<file path="src/rtl/gpt_pkg.sv">
package gpt_pkg;

  typedef enum logic [1:0] {
    MODE_ONCE = 2'd0,
    MODE_LOOP = 2'd1,
    MODE_RSVD = 2'd2,
    MODE_FREE = 2'd3
  } gpt_mode_e;

  // word offsets inside a channel window
  localparam logic [1:0] SUB_CTRL = 2'd0;
  localparam logic [1:0] SUB_CFG  = 2'd1;
  localparam logic [1:0] SUB_CNT  = 2'd2;
  localparam logic [1:0] SUB_CMP  = 2'd3;

  // word offsets inside the shared window 0
  localparam logic [1:0] GSUB_MASK = 2'd0;
  localparam logic [1:0] GSUB_PEND = 2'd2;

  // field positions
  localparam int CTRL_RUN_BIT  = 0;
  localparam int CTRL_CLR_BIT  = 1;
  localparam int CTRL_MODE_LSB = 4;
  localparam int CFG_DIV_BIT   = 0;
  localparam int CFG_SRC_BIT   = 4;

endpackage

</file>
<file path="src/rtl/gpt_tick_gen.sv">
module gpt_tick_gen (
  input  logic clk,
  input  logic rst_n,
  input  logic fast_tick,
  input  logic slow_tick,
  input  logic src_slow,
  input  logic div_half,
  input  logic run,
  input  logic restart,
  output logic step
);

  logic phase_q;
  logic phase_d;
  logic sel_tick;

  always_comb begin
    sel_tick = src_slow ? slow_tick : fast_tick;
    phase_d  = phase_q;
    step     = 1'b0;
    if (restart) begin
      phase_d = 1'b0;
    end else if (run && sel_tick) begin
      phase_d = ~phase_q;
      step    = !div_half || phase_q;
    end
  end

  always_ff @(posedge clk or negedge rst_n) begin
    if (!rst_n) phase_q <= 1'b0;
    else        phase_q <= phase_d;
  end

endmodule

</file>
<file path="src/rtl/gpt_channel.sv">
module gpt_channel
  import gpt_pkg::*;
#(
  parameter int CNT_W = 32
) (
  input  logic             clk,
  input  logic             rst_n,
  input  logic             fast_tick,
  input  logic             slow_tick,
  input  logic             ctrl_wr,
  input  logic             cfg_wr,
  input  logic             cmp_wr,
  input  logic             wr_run,
  input  logic             wr_clr,
  input  logic [1:0]       wr_mode,
  input  logic             wr_src,
  input  logic             wr_div,
  input  logic [CNT_W-1:0] wr_cmp,
  output logic             run,
  output logic [1:0]       mode,
  output logic             src,
  output logic             div,
  output logic [CNT_W-1:0] cnt,
  output logic [CNT_W-1:0] cmp,
  output logic             match
);

  logic             run_q, run_d;
  gpt_mode_e        mode_q, mode_d;
  logic             src_q, src_d;
  logic             div_q, div_d;
  logic [CNT_W-1:0] cnt_q, cnt_d;
  logic [CNT_W-1:0] cmp_q, cmp_d;
  logic [CNT_W-1:0] cnt_inc;
  logic             clr;
  logic             step;
  logic             is_free;
  logic             is_loop;

  assign clr = ctrl_wr && wr_clr;

  gpt_tick_gen u_tick (
    .clk       (clk),
    .rst_n     (rst_n),
    .fast_tick (fast_tick),
    .slow_tick (slow_tick),
    .src_slow  (src_q),
    .div_half  (div_q),
    .run       (run_q),
    .restart   (clr),
    .step      (step)
  );

  always_comb begin
    is_free = (mode_q == MODE_FREE);
    is_loop = (mode_q == MODE_LOOP);
    cnt_inc = cnt_q + 1'b1;
    match   = step && !clr && !is_free && (cnt_inc == cmp_q);

    // counter: clear beats step, repeat reloads zero on its match
    cnt_d = cnt_q;
    if (clr) begin
      cnt_d = '0;
    end else if (step) begin
      cnt_d = (match && is_loop) ? '0 : cnt_inc;
    end

    // run bit: software write beats the one-shot halt
    run_d = run_q;
    if (ctrl_wr) begin
      run_d = wr_run;
    end else if (match && !is_loop) begin
      run_d = 1'b0;
    end

    mode_d = ctrl_wr ? gpt_mode_e'(wr_mode) : mode_q;
    src_d  = cfg_wr ? wr_src : src_q;
    div_d  = cfg_wr ? wr_div : div_q;
    cmp_d  = cmp_wr ? wr_cmp : cmp_q;
  end

  always_ff @(posedge clk or negedge rst_n) begin
    if (!rst_n) begin
      run_q  <= 1'b0;
      mode_q <= MODE_ONCE;
      src_q  <= 1'b0;
      div_q  <= 1'b0;
      cnt_q  <= '0;
      cmp_q  <= '0;
    end else begin
      run_q  <= run_d;
      mode_q <= mode_d;
      src_q  <= src_d;
      div_q  <= div_d;
      cnt_q  <= cnt_d;
      cmp_q  <= cmp_d;
    end
  end

  assign run  = run_q;
  assign mode = mode_q;
  assign src  = src_q;
  assign div  = div_q;
  assign cnt  = cnt_q;
  assign cmp  = cmp_q;

endmodule

</file>
<file path="src/rtl/gpt_irq_ctrl.sv">
module gpt_irq_ctrl #(
  parameter int NUM_CH = 6
) (
  input  logic              clk,
  input  logic              rst_n,
  input  logic              mask_wr,
  input  logic              ack_wr,
  input  logic [NUM_CH-1:0] wr_bits,
  input  logic [NUM_CH-1:0] match,
  output logic [NUM_CH-1:0] mask,
  output logic [NUM_CH-1:0] pend,
  output logic              irq
);

  logic [NUM_CH-1:0] mask_q, mask_d;
  logic [NUM_CH-1:0] pend_q, pend_d;
  logic [NUM_CH-1:0] ack_bits;

  always_comb begin
    ack_bits = ack_wr ? wr_bits : '0;
    pend_d   = (pend_q & ~ack_bits) | match;
    mask_d   = mask_wr ? wr_bits : mask_q;
  end

  always_ff @(posedge clk or negedge rst_n) begin
    if (!rst_n) begin
      mask_q <= '0;
      pend_q <= '0;
    end else begin
      mask_q <= mask_d;
      pend_q <= pend_d;
    end
  end

  assign mask = mask_q;
  assign pend = pend_q;
  assign irq  = |(pend_q & mask_q);

endmodule

</file>
<file path="src/rtl/gpt_bus_decode.sv">
module gpt_bus_decode
  import gpt_pkg::*;
#(
  parameter int NUM_CH = 6,
  parameter int ADDR_W = 6
) (
  input  logic [ADDR_W-1:0] addr,
  input  logic              we,
  output logic              glob_sel,
  output logic [NUM_CH-1:0] ch_sel,
  output logic [1:0]        sub,
  output logic              mask_wr,
  output logic              ack_wr,
  output logic [NUM_CH-1:0] ctrl_wr,
  output logic [NUM_CH-1:0] cfg_wr,
  output logic [NUM_CH-1:0] cmp_wr
);

  localparam int IDX_W = ADDR_W - 2;

  logic [IDX_W-1:0] win;

  assign win      = addr[ADDR_W-1:2];
  assign sub      = addr[1:0];
  assign glob_sel = (win == '0);
  assign mask_wr  = we && glob_sel && (sub == GSUB_MASK);
  assign ack_wr   = we && glob_sel && (sub == GSUB_PEND);

  for (genvar i = 0; i < NUM_CH; i++) begin : g_win
    assign ch_sel[i]  = (win == IDX_W'(i + 1));
    assign ctrl_wr[i] = we && ch_sel[i] && (sub == SUB_CTRL);
    assign cfg_wr[i]  = we && ch_sel[i] && (sub == SUB_CFG);
    assign cmp_wr[i]  = we && ch_sel[i] && (sub == SUB_CMP);
  end

endmodule

</file>
<file path="src/rtl/gp_timer_bank.sv">
module gp_timer_bank
  import gpt_pkg::*;
#(
  parameter int NUM_CH = 6,
  parameter int CNT_W  = 32,
  parameter int DATA_W = 32,
  parameter int ADDR_W = 6
) (
  input  logic              clk,
  input  logic              rst_n,
  input  logic              fast_tick,
  input  logic              slow_tick,
  input  logic [ADDR_W-1:0] addr,
  input  logic [DATA_W-1:0] wdata,
  input  logic              we,
  output logic [DATA_W-1:0] rdata,
  output logic              irq
);

  logic rst_meta_n;
  logic rst_q_n;

  logic                        glob_sel;
  logic [NUM_CH-1:0]           ch_sel;
  logic [1:0]                  sub;
  logic                        mask_wr;
  logic                        ack_wr;
  logic [NUM_CH-1:0]           ctrl_wr;
  logic [NUM_CH-1:0]           cfg_wr;
  logic [NUM_CH-1:0]           cmp_wr;

  logic [NUM_CH-1:0]           ch_run;
  logic [NUM_CH-1:0][1:0]      ch_mode;
  logic [NUM_CH-1:0]           ch_src;
  logic [NUM_CH-1:0]           ch_div;
  logic [NUM_CH-1:0][CNT_W-1:0] ch_cnt;
  logic [NUM_CH-1:0][CNT_W-1:0] ch_cmp;
  logic [NUM_CH-1:0]           ch_match;
  logic [NUM_CH-1:0]           mask_q;
  logic [NUM_CH-1:0]           pend_q;

  // asynchronous assert, synchronous release
  always_ff @(posedge clk or negedge rst_n) begin
    if (!rst_n) begin
      rst_meta_n <= 1'b0;
      rst_q_n    <= 1'b0;
    end else begin
      rst_meta_n <= 1'b1;
      rst_q_n    <= rst_meta_n;
    end
  end

  gpt_bus_decode #(
    .NUM_CH (NUM_CH),
    .ADDR_W (ADDR_W)
  ) u_dec (
    .addr     (addr),
    .we       (we),
    .glob_sel (glob_sel),
    .ch_sel   (ch_sel),
    .sub      (sub),
    .mask_wr  (mask_wr),
    .ack_wr   (ack_wr),
    .ctrl_wr  (ctrl_wr),
    .cfg_wr   (cfg_wr),
    .cmp_wr   (cmp_wr)
  );

  for (genvar i = 0; i < NUM_CH; i++) begin : g_ch
    gpt_channel #(
      .CNT_W (CNT_W)
    ) u_ch (
      .clk       (clk),
      .rst_n     (rst_q_n),
      .fast_tick (fast_tick),
      .slow_tick (slow_tick),
      .ctrl_wr   (ctrl_wr[i]),
      .cfg_wr    (cfg_wr[i]),
      .cmp_wr    (cmp_wr[i]),
      .wr_run    (wdata[CTRL_RUN_BIT]),
      .wr_clr    (wdata[CTRL_CLR_BIT]),
      .wr_mode   (wdata[CTRL_MODE_LSB +: 2]),
      .wr_src    (wdata[CFG_SRC_BIT]),
      .wr_div    (wdata[CFG_DIV_BIT]),
      .wr_cmp    (wdata[CNT_W-1:0]),
      .run       (ch_run[i]),
      .mode      (ch_mode[i]),
      .src       (ch_src[i]),
      .div       (ch_div[i]),
      .cnt       (ch_cnt[i]),
      .cmp       (ch_cmp[i]),
      .match     (ch_match[i])
    );
  end

  gpt_irq_ctrl #(
    .NUM_CH (NUM_CH)
  ) u_irq (
    .clk     (clk),
    .rst_n   (rst_q_n),
    .mask_wr (mask_wr),
    .ack_wr  (ack_wr),
    .wr_bits (wdata[NUM_CH-1:0]),
    .match   (ch_match),
    .mask    (mask_q),
    .pend    (pend_q),
    .irq     (irq)
  );

  always_comb begin
    rdata = '0;
    if (glob_sel) begin
      case (sub)
        GSUB_MASK: rdata = DATA_W'(mask_q);
        GSUB_PEND: rdata = DATA_W'(pend_q);
        default:   rdata = '0;
      endcase
    end
    for (int i = 0; i < NUM_CH; i++) begin
      if (ch_sel[i]) begin
        case (sub)
          SUB_CTRL: begin
            rdata[CTRL_RUN_BIT]        = ch_run[i];
            rdata[CTRL_MODE_LSB +: 2]  = ch_mode[i];
          end
          SUB_CFG: begin
            rdata[CFG_DIV_BIT] = ch_div[i];
            rdata[CFG_SRC_BIT] = ch_src[i];
          end
          SUB_CNT: rdata = DATA_W'(ch_cnt[i]);
          default: rdata = DATA_W'(ch_cmp[i]);
        endcase
      end
    end
  end

endmodule

</file>
<file path="config.mk">
export PLATFORM = sky130hd
export DESIGN_NAME = gp_timer_bank
export DESIGN_NICKNAME = d
export VERILOG_FILES = /design/src/rtl/gpt_pkg.sv /design/src/rtl/gpt_tick_gen.sv /design/src/rtl/gpt_channel.sv /design/src/rtl/gpt_irq_ctrl.sv /design/src/rtl/gpt_bus_decode.sv /design/src/rtl/gp_timer_bank.sv
export SDC_FILE = /design/constraint.sdc
export NUM_CORES = 1
export LEC_CHECK = 0
export BUFFER_PORTS_ARGS = -buffer_cell sky130_fd_sc_hd__buf_2
export CORE_MARGIN = 8
export CORE_UTILIZATION = 39
export CTS_CLUSTER_DIAMETER = 100
export DETAILED_ROUTE_END_ITERATION = 10
export SYNTH_ARGS = -nofsm -noshare
export SYNTH_HDL_FRONTEND = slang
export SYNTH_SLANG_ARGS = --single-unit
</file>
<file path="constraint.sdc">
create_clock -name clk -period 21.2 [get_ports clk]
set_clock_uncertainty 0.1 [all_clocks]
set_input_delay 1.06 -clock clk [delete_from_list [all_inputs] [get_ports clk]]
set_output_delay 1.06 -clock clk [all_outputs]
set_load 0.01 [all_outputs]
</file>
==> results.json, run 1 <==
{
  "cts.sinks": 434,
  "ys_ff_latch": 434,
  "crit_cells": 9,
  "rows": 103,
  "drt-pass1-iter-count": 6,
  "drt_wl_total_um": 122000,
  "synthXorXnorAreaFrac_pct": 7.91,
  "post_synth_instance_area_sq_um": 31000,
  "synth.distinct_cells": 98,
  "status": "complete, no violations",
  "p_sw_share_pct": 33.9,
  "seqPwrFrac_pct": 40.7,
  "drc": 0,
  "gp_congestion": 1.00,
  "place_ws_ps": 15450,
  "synth_top_family_by_area": "simple AND/OR/NAND/NOR gates",
  "r2r_end": "g_ch[1].u_ch.cnt[12]",
  "worstMarginPinSlew_ps": 1140,
  "num_vias": 28400,
  "initial_utilization_pct": 39.3,
  "post_cts_buffers": 0,
  "cp.arrival_ps": 4590,
  "rr_startpoint": "g_ch[1].u_ch.cnt[0]",
  "ctsHoldBuffers": 0,
  "r2r_cells": 11,
  "yosysWarnings": 0,
  "hpwl_um": 87800,
  "yosysTopAreaCell": "dfrtp_1",
  "syn_nets": 3547,
  "drtIter0Drc": 3317,
  "synth.most_common_cell": "dfrtp_1",
  "htreeDepth": 2,
  "root_buffer": "clkbuf_16",
  "grt_start_max_net_pins": 144,
  "crit_fanout": 75,
  "startpoint": "addr[0]",
  "first_global_vias": 26600,
  "synthTopCellsByArea": "dfrtp_1 35%, mux2_2 7.8%, mux2i_1 6.0%",
  "synthMuxAreaShare_pct": 14.9,
  "maxSlewViolCount": 0,
  "cp-start-kind": "primary input",
  "antenna_found_initial": 18,
  "drive_gt1_share_pct": 14.5,
  "synth-adder-area-share_pct": 0.274,
  "synthTopCellsByCount": "434 x dfrtp_1, 326 x nand2_1, 222 x clkbuf_1, 215 x mux2_2, 194 x nor2_1",
  "synth-async-reset-ratio_pct": 100,
  "routedWlPerCell_um": 27.2,
  "die_y_um": 298,
  "ir_worst_vdd_v": 0.0000673,
  "hold_viol": 0,
  "p_clk_share_pct": 36.4,
  "io_pins": 76,
  "port_buffers": 75,
  "critPathKind": "primary input to primary output",
  "fp.coreArea_sq_um": 78900,
  "crit_path_cell_trace": "buf_8 -> buf_4 -> buf_4 -> mux4_2 -> o21ai_0 -> nand3_1 -> o21ai_0 -> nand2_1 -> buf_2",
  "clockBufferDepth": 3,
  "multiInputGateArea_sq_um": 18800,
  "synth-simple-area-share_pct": 21.3,
  "track_usage_pct": 26.2,
  "synth_flop_cell": "dfrtp_1",
  "path_clk_slew_ps": 60,
  "required_ps": 20040,
  "crit_slowest_cell": "buf_4",
  "finalCritPeriodShare_pct": 27.1,
  "endpoint_kind": "primary output",
  "clkLatencyLatePin_ps": 630,
  "fp.dieW_um": 298,
  "r2r_slack_ps": 15960,
  "setup_violations": 0,
  "fin_setup_tns_ps": 0,
  "leakage_nw": 13.7,
  "rsz0062_at_grt": "false",
  "cp-endpoint": "rdata[0]",
  "grt_pass1_wl_um": 179000,
  "p_per_area_nw_per_um2": 79.5,
  "cts.repair.resized": 0,
  "yosysSeqAreaShare_pct": 35.0,
  "power_switching_uw": 911,
  "final_nets": 3422,
  "p_int_mw": 1.78,
  "synth_edf_count": 0,
  "areaGrowthSynthToFinish_pct": 9.02,
  "die_area_sq_um": 88800,
  "max_freq_mhz": 174,
  "worst_slack_ps": 15450,
  "slew_headroom_pct": 24.0,
  "fillers": 7744,
  "synth_top_area_share_pct": 35.0,
  "hp-class": "primary input to asynchronous set/reset pin",
  "combinationalPowerShare_pct": 22.9,
  "cpPeakStageDelay_ps": 750,
  "critPathTopFamily": "buffers and inverters",
  "vias_per_cell": 6.34,
  "cts_tree": "yes",
  "cts_buffers": 51,
  "synth_compound_area_share_pct": 15.9,
  "cp.buffers_inverters": 4,
  "grt.overflow.total": 0,
  "cap_violations": 0,
  "synthCells": 3498,
  "seqCellArea_sq_um": 10900,
  "ant_nets": 0,
  "period_minus_slack_ps": 5750,
  "postSynthAreaPerCell_sq_um": 8.86
}
==> layout make-up <==
class	count	area share (%)
Timing Repair Buffer	120	2.18
Sequential cell	434	32.1
Inverter	67	0.744
Multi-Input combinational cell	2699	55.6
Tap cell	1050	3.89
Clock inverter	24	1.06
Antenna cell	8	0.0592
Clock buffer	69	4.36
==> logic make-up (layout without fill, tap and decap cells) <==
family,count (synthesis),after routing
flops,434,434
simple gates,1257,1257
xor+xnor,267,267
fa+ha+maj,7,7
other cells,1,9
mux,417,417
buf+inv,365,280
compound gates,750,750
==> state kept, by name, indices dropped and copies added (netlist names) <==
register	count
g_ch.u_ch.cmp	192
g_ch.u_ch.div	6
rst_q_n	1
u_irq.pend	6
g_ch.u_ch.u_tick.phase_q	6
g_ch.u_ch.src	6
rst_meta_n	1
g_ch.u_ch.cnt	192
g_ch.u_ch.run	6
g_ch.u_ch.mode	12
u_irq.mask	6
==> metrics by stage <==
step	instance area (sq um)	std cells	hold slack, ps	power (mW)	util, %
final	33800	4471	110	2.69	42.9
after floorplan	31000	3498	231	1.49	-
after global routing	33800	4465	104	2.79	42.8
after CTS	33800	4463	89.4	2.69	42.8
after detailed placement	31900	4370	246	1.71	40.5
after global placement	31900	4370	238	1.71	40.5
==> worst min-delay path by stage <==
stage / start / endpoint / slack (ps) / cells after the start
4_1_cts: rst_n / rst_q_n / 90 / 1
5_1_grt: rst_n / rst_q_n / 100 / 1
3_3_place_gp: rst_meta_n / rst_q_n / 240 / 0
3_5_place_dp: rst_meta_n / rst_q_n / 250 / 0
2_1_floorplan: rst_meta_n / rst_q_n / 230 / 0
6_report: rst_n / rst_meta_n / 110 / 1
==> layer usage <==
layer  GRT usage (%)  wire length, um  share of wire (%)
met3            4.45             9590                7.9
met4            15.5             8140                6.7
met2            40.0            54000                 44
met5               0               43              0.035
met1            34.7            49800                 41
==> placed cells by master, fill, tap and decap left out, drive strengths merged, types with 117 or more instances in the layout <==
cell type	count
nor2	194
dfrtp	434
nand2	326
nand4	117
mux2i	187
o21ai	177
nand3	179
mux2	215
buf	120
xnor2	170
a21oi	128
==> power groups by stage <==
stage | Combinational (mW) | Sequential [mW] | Clock (mW)
2_1_floorplan | 0.464 | 1.03 | 0
3_3_place_gp | 0.602 | 1.10 | 0
3_5_place_dp | 0.608 | 1.10 | 0
4_1_cts | 0.610 | 1.09 | 0.993
5_1_grt | 0.662 | 1.11 | 1.02
6_report | 0.617 | 1.09 | 0.978
==> worst register-to-register path: stages, from the launching register on <==
cell       delay (ps)
dfrtp_1           500
ha_1              340
nand4_1           400
nor4_1           1000
xnor2_1           270
o2111ai_1         160
or4_1             440
nor3_1            210
nand4b_1          820
buf_4             580
a31oi_1           230
a31oi_1            60
No activity file was read; power rests on OpenSTA's default activity.
==> inputs of run 2 (changes only) <==
==> constraint.sdc (replaced) <==
create_clock -name clk -period 4.9 [get_ports clk]
set_clock_uncertainty 0.1 [all_clocks]
set_input_delay 0.245 -clock clk [delete_from_list [all_inputs] [get_ports clk]]
set_output_delay 0.245 -clock clk [all_outputs]
set_load 0.01 [all_outputs]
==> run 2 against run 1 <==
Critical path depth is 2 higher. First-iteration DRC count is 9.6% lower. Flip-flop and latch count unchanged. Die area did not move. Hold slack got worse by 86 ps. Combinational power rose to 4.4 times the previous value. Register-to-register slack lost 16000 ps. Critical endpoint is now g_ch[5].u_ch.cnt[4].
==> results.json, run 2 (same netlist as run 1, synthesis figures left out) <==
{
  "antenna_found_initial": 18,
  "path_clk_slew_ps": 60,
  "hold_viol": 0,
  "cts_tree": "yes",
  "crit_fanout": 45,
  "cts.sinks": 434,
  "clkLatencyLatePin_ps": 630,
  "fin_setup_tns_ps": 0,
  "r2r_slack_ps": 450,
  "period_minus_slack_ps": 4450,
  "place_ws_ps": 446,
  "required_ps": 5280,
  "max_freq_mhz": 225,
  "grt_pass1_wl_um": 179000,
  "gp_congestion": 1.00,
  "final_cells": 4530,
  "hpwl_um": 86400,
  "setup_violations": 0,
  "hold_path.startpoint": "wdata[27]",
  "grt_start_max_net_pins": 105,
  "hold_end": "g_ch[4].u_ch.cmp[27]",
  "worst_slack_ps": 452,
  "ant_nets": 0,
  "num_vias": 28300,
  "r2r_cells": 11,
  "areaGrowthSynthToFinish_pct": 10.5,
  "clockBufferDepth": 3,
  "critPathKind": "flip-flop to flip-flop",
  "drc": 0,
  "cap_violations": 0,
  "drtIter0Drc": 2999,
  "slew_headroom_pct": 24.5,
  "vias_per_cell": 6.25,
  "cp-start-kind": "flip-flop",
  "hold_slack_ps": 23.9,
  "r2r_end": "g_ch[5].u_ch.cnt[4]",
  "p_per_area_nw_per_um2": 339,
  "layout_commonest_cell": "dfrtp_1",
  "final_nets": 3469,
  "leakage_nw": 14.0,
  "status": "complete, no violations",
  "io_pins": 76,
  "rsz0062_at_grt": "false",
  "htreeDepth": 2,
  "drive_gt1_share_pct": 15.5,
  "routedWlPerCell_um": 26.9,
  "fp.coreArea_sq_um": 78900,
  "initial_utilization_pct": 39.3,
  "grt.overflow.total": 0,
  "final_cell_mix": "433 x dfrtp_1, 326 x nand2_1, 215 x mux2_2, 187 x mux2i_1, 186 x nor2_1",
  "placed_cells": 4409,
  "fp.dieW_um": 298,
  "whs_path_depth": 3,
  "cp.arrival_ps": 4830,
  "track_usage_pct": 26.2,
  "port_buffers": 75,
  "endpoint_kind": "flip-flop",
  "drt_wl_total_um": 122000,
  "ir_worst_vdd_v": 0.000257,
  "first_global_vias": 26500,
  "finalCritPeriodShare_pct": 90.8,
  "power_mw": 11.6,
  "drt-pass1-iter-count": 6,
  "cts_buffers": 53,
  "rr_startpoint": "g_ch[5].u_ch.cnt[0]",
  "die_area_sq_um": 88800,
  "rows": 103,
  "maxSlewViolCount": 0,
  "die_y_um": 298,
  "worstMarginPinSlew_ps": 1130,
  "hp-class": "primary input to flip-flop",
  "root_buffer": "clkbuf_16",
  "post_cts_buffers": 0
}
==> run 2: cell types whose count changed in the layout (fill, tap and decap cells not counted), moves of 2 or more <==
cell,previous run,this run
diode_2,8,16
buf_12,1,6
clkbuf_1,6,9
dlygate4sd3_1,0,6
clkinv_2,7,10
clkbuf_8,11,13
buf_4,44,78
clkinv_4,3,0
==> run 2: what timing repair did <==
action	CTS	global route
hold endpoints to repair	9	0
hold buffers	6	0
resized for setup	0	1
setup endpoints to repair	0	7
==> run 2: final cells by class <==
class                           instances  area (sq um)
Antenna cell                           16          40.0
Clock buffer                           75          1540
Clock inverter                         24           315
Fill cell                            7773         44600
Inverter                               67           251
Multi-Input combinational cell       2699         18800
Sequential cell                       434         10900
Tap cell                             1050          1310
Timing Repair Buffer                  165          1150
==> run 2: routing by layer <==
metal / global-route usage (%) / vias to the layer above / wire (um)
met4: 15.7 / 6 / 7860
li1: - / 12800 / -
met5: 0 / - / 45
met1: 36.0 / 14000 / 51700
met2: 38.4 / 1244 / 52100
met3: 4.45 / 265 / 10000
==> run 2: per-stage QoR <==
step	util [%]	area [sq um]
2_1_floorplan	-	31000
3_3_place_gp	40.9	32300
3_5_place_dp	40.9	32300
4_1_cts	43.4	34200
5_1_grt	43.4	34200
6_report	43.4	34300
==> run 2: critical path, cell delays in order (launching register included) <==
cell       delay [ps]
dfrtp_1           480
ha_1              410
nand3_1           350
or3_1             500
or3_1             390
a32o_1            240
a2111oi_0         350
nand4_1           160
o41a_2            750
buf_4             320
a21oi_1           150
mux2i_1           100
==> run 2: worst max path at each step <==
| stage | startpoint | end | cells past startpoint |
|---|---|---|---|
| floorplan | rst_q_n | g_ch[0].u_ch.cmp[0] | 0 |
| global placement | g_ch[5].u_ch.cnt[0] | g_ch[5].u_ch.cnt[2] | 11 |
| detailed placement | g_ch[5].u_ch.cnt[0] | g_ch[5].u_ch.cnt[4] | 11 |
| CTS | g_ch[5].u_ch.cnt[0] | g_ch[5].u_ch.cnt[4] | 11 |
| global route | g_ch[5].u_ch.cnt[0] | g_ch[5].u_ch.cnt[12] | 11 |
| finish | g_ch[5].u_ch.cnt[0] | g_ch[5].u_ch.cnt[4] | 11 |
==> run 2: power by group <==
| group | total (mW) | internal, mW | switching (mW) |
|---|---|---|---|
| registers | 4.65 | 4.01 | 0.644 |
| clock network | 4.25 | 2.55 | 1.70 |
| logic | 2.73 | 1.17 | 1.56 |
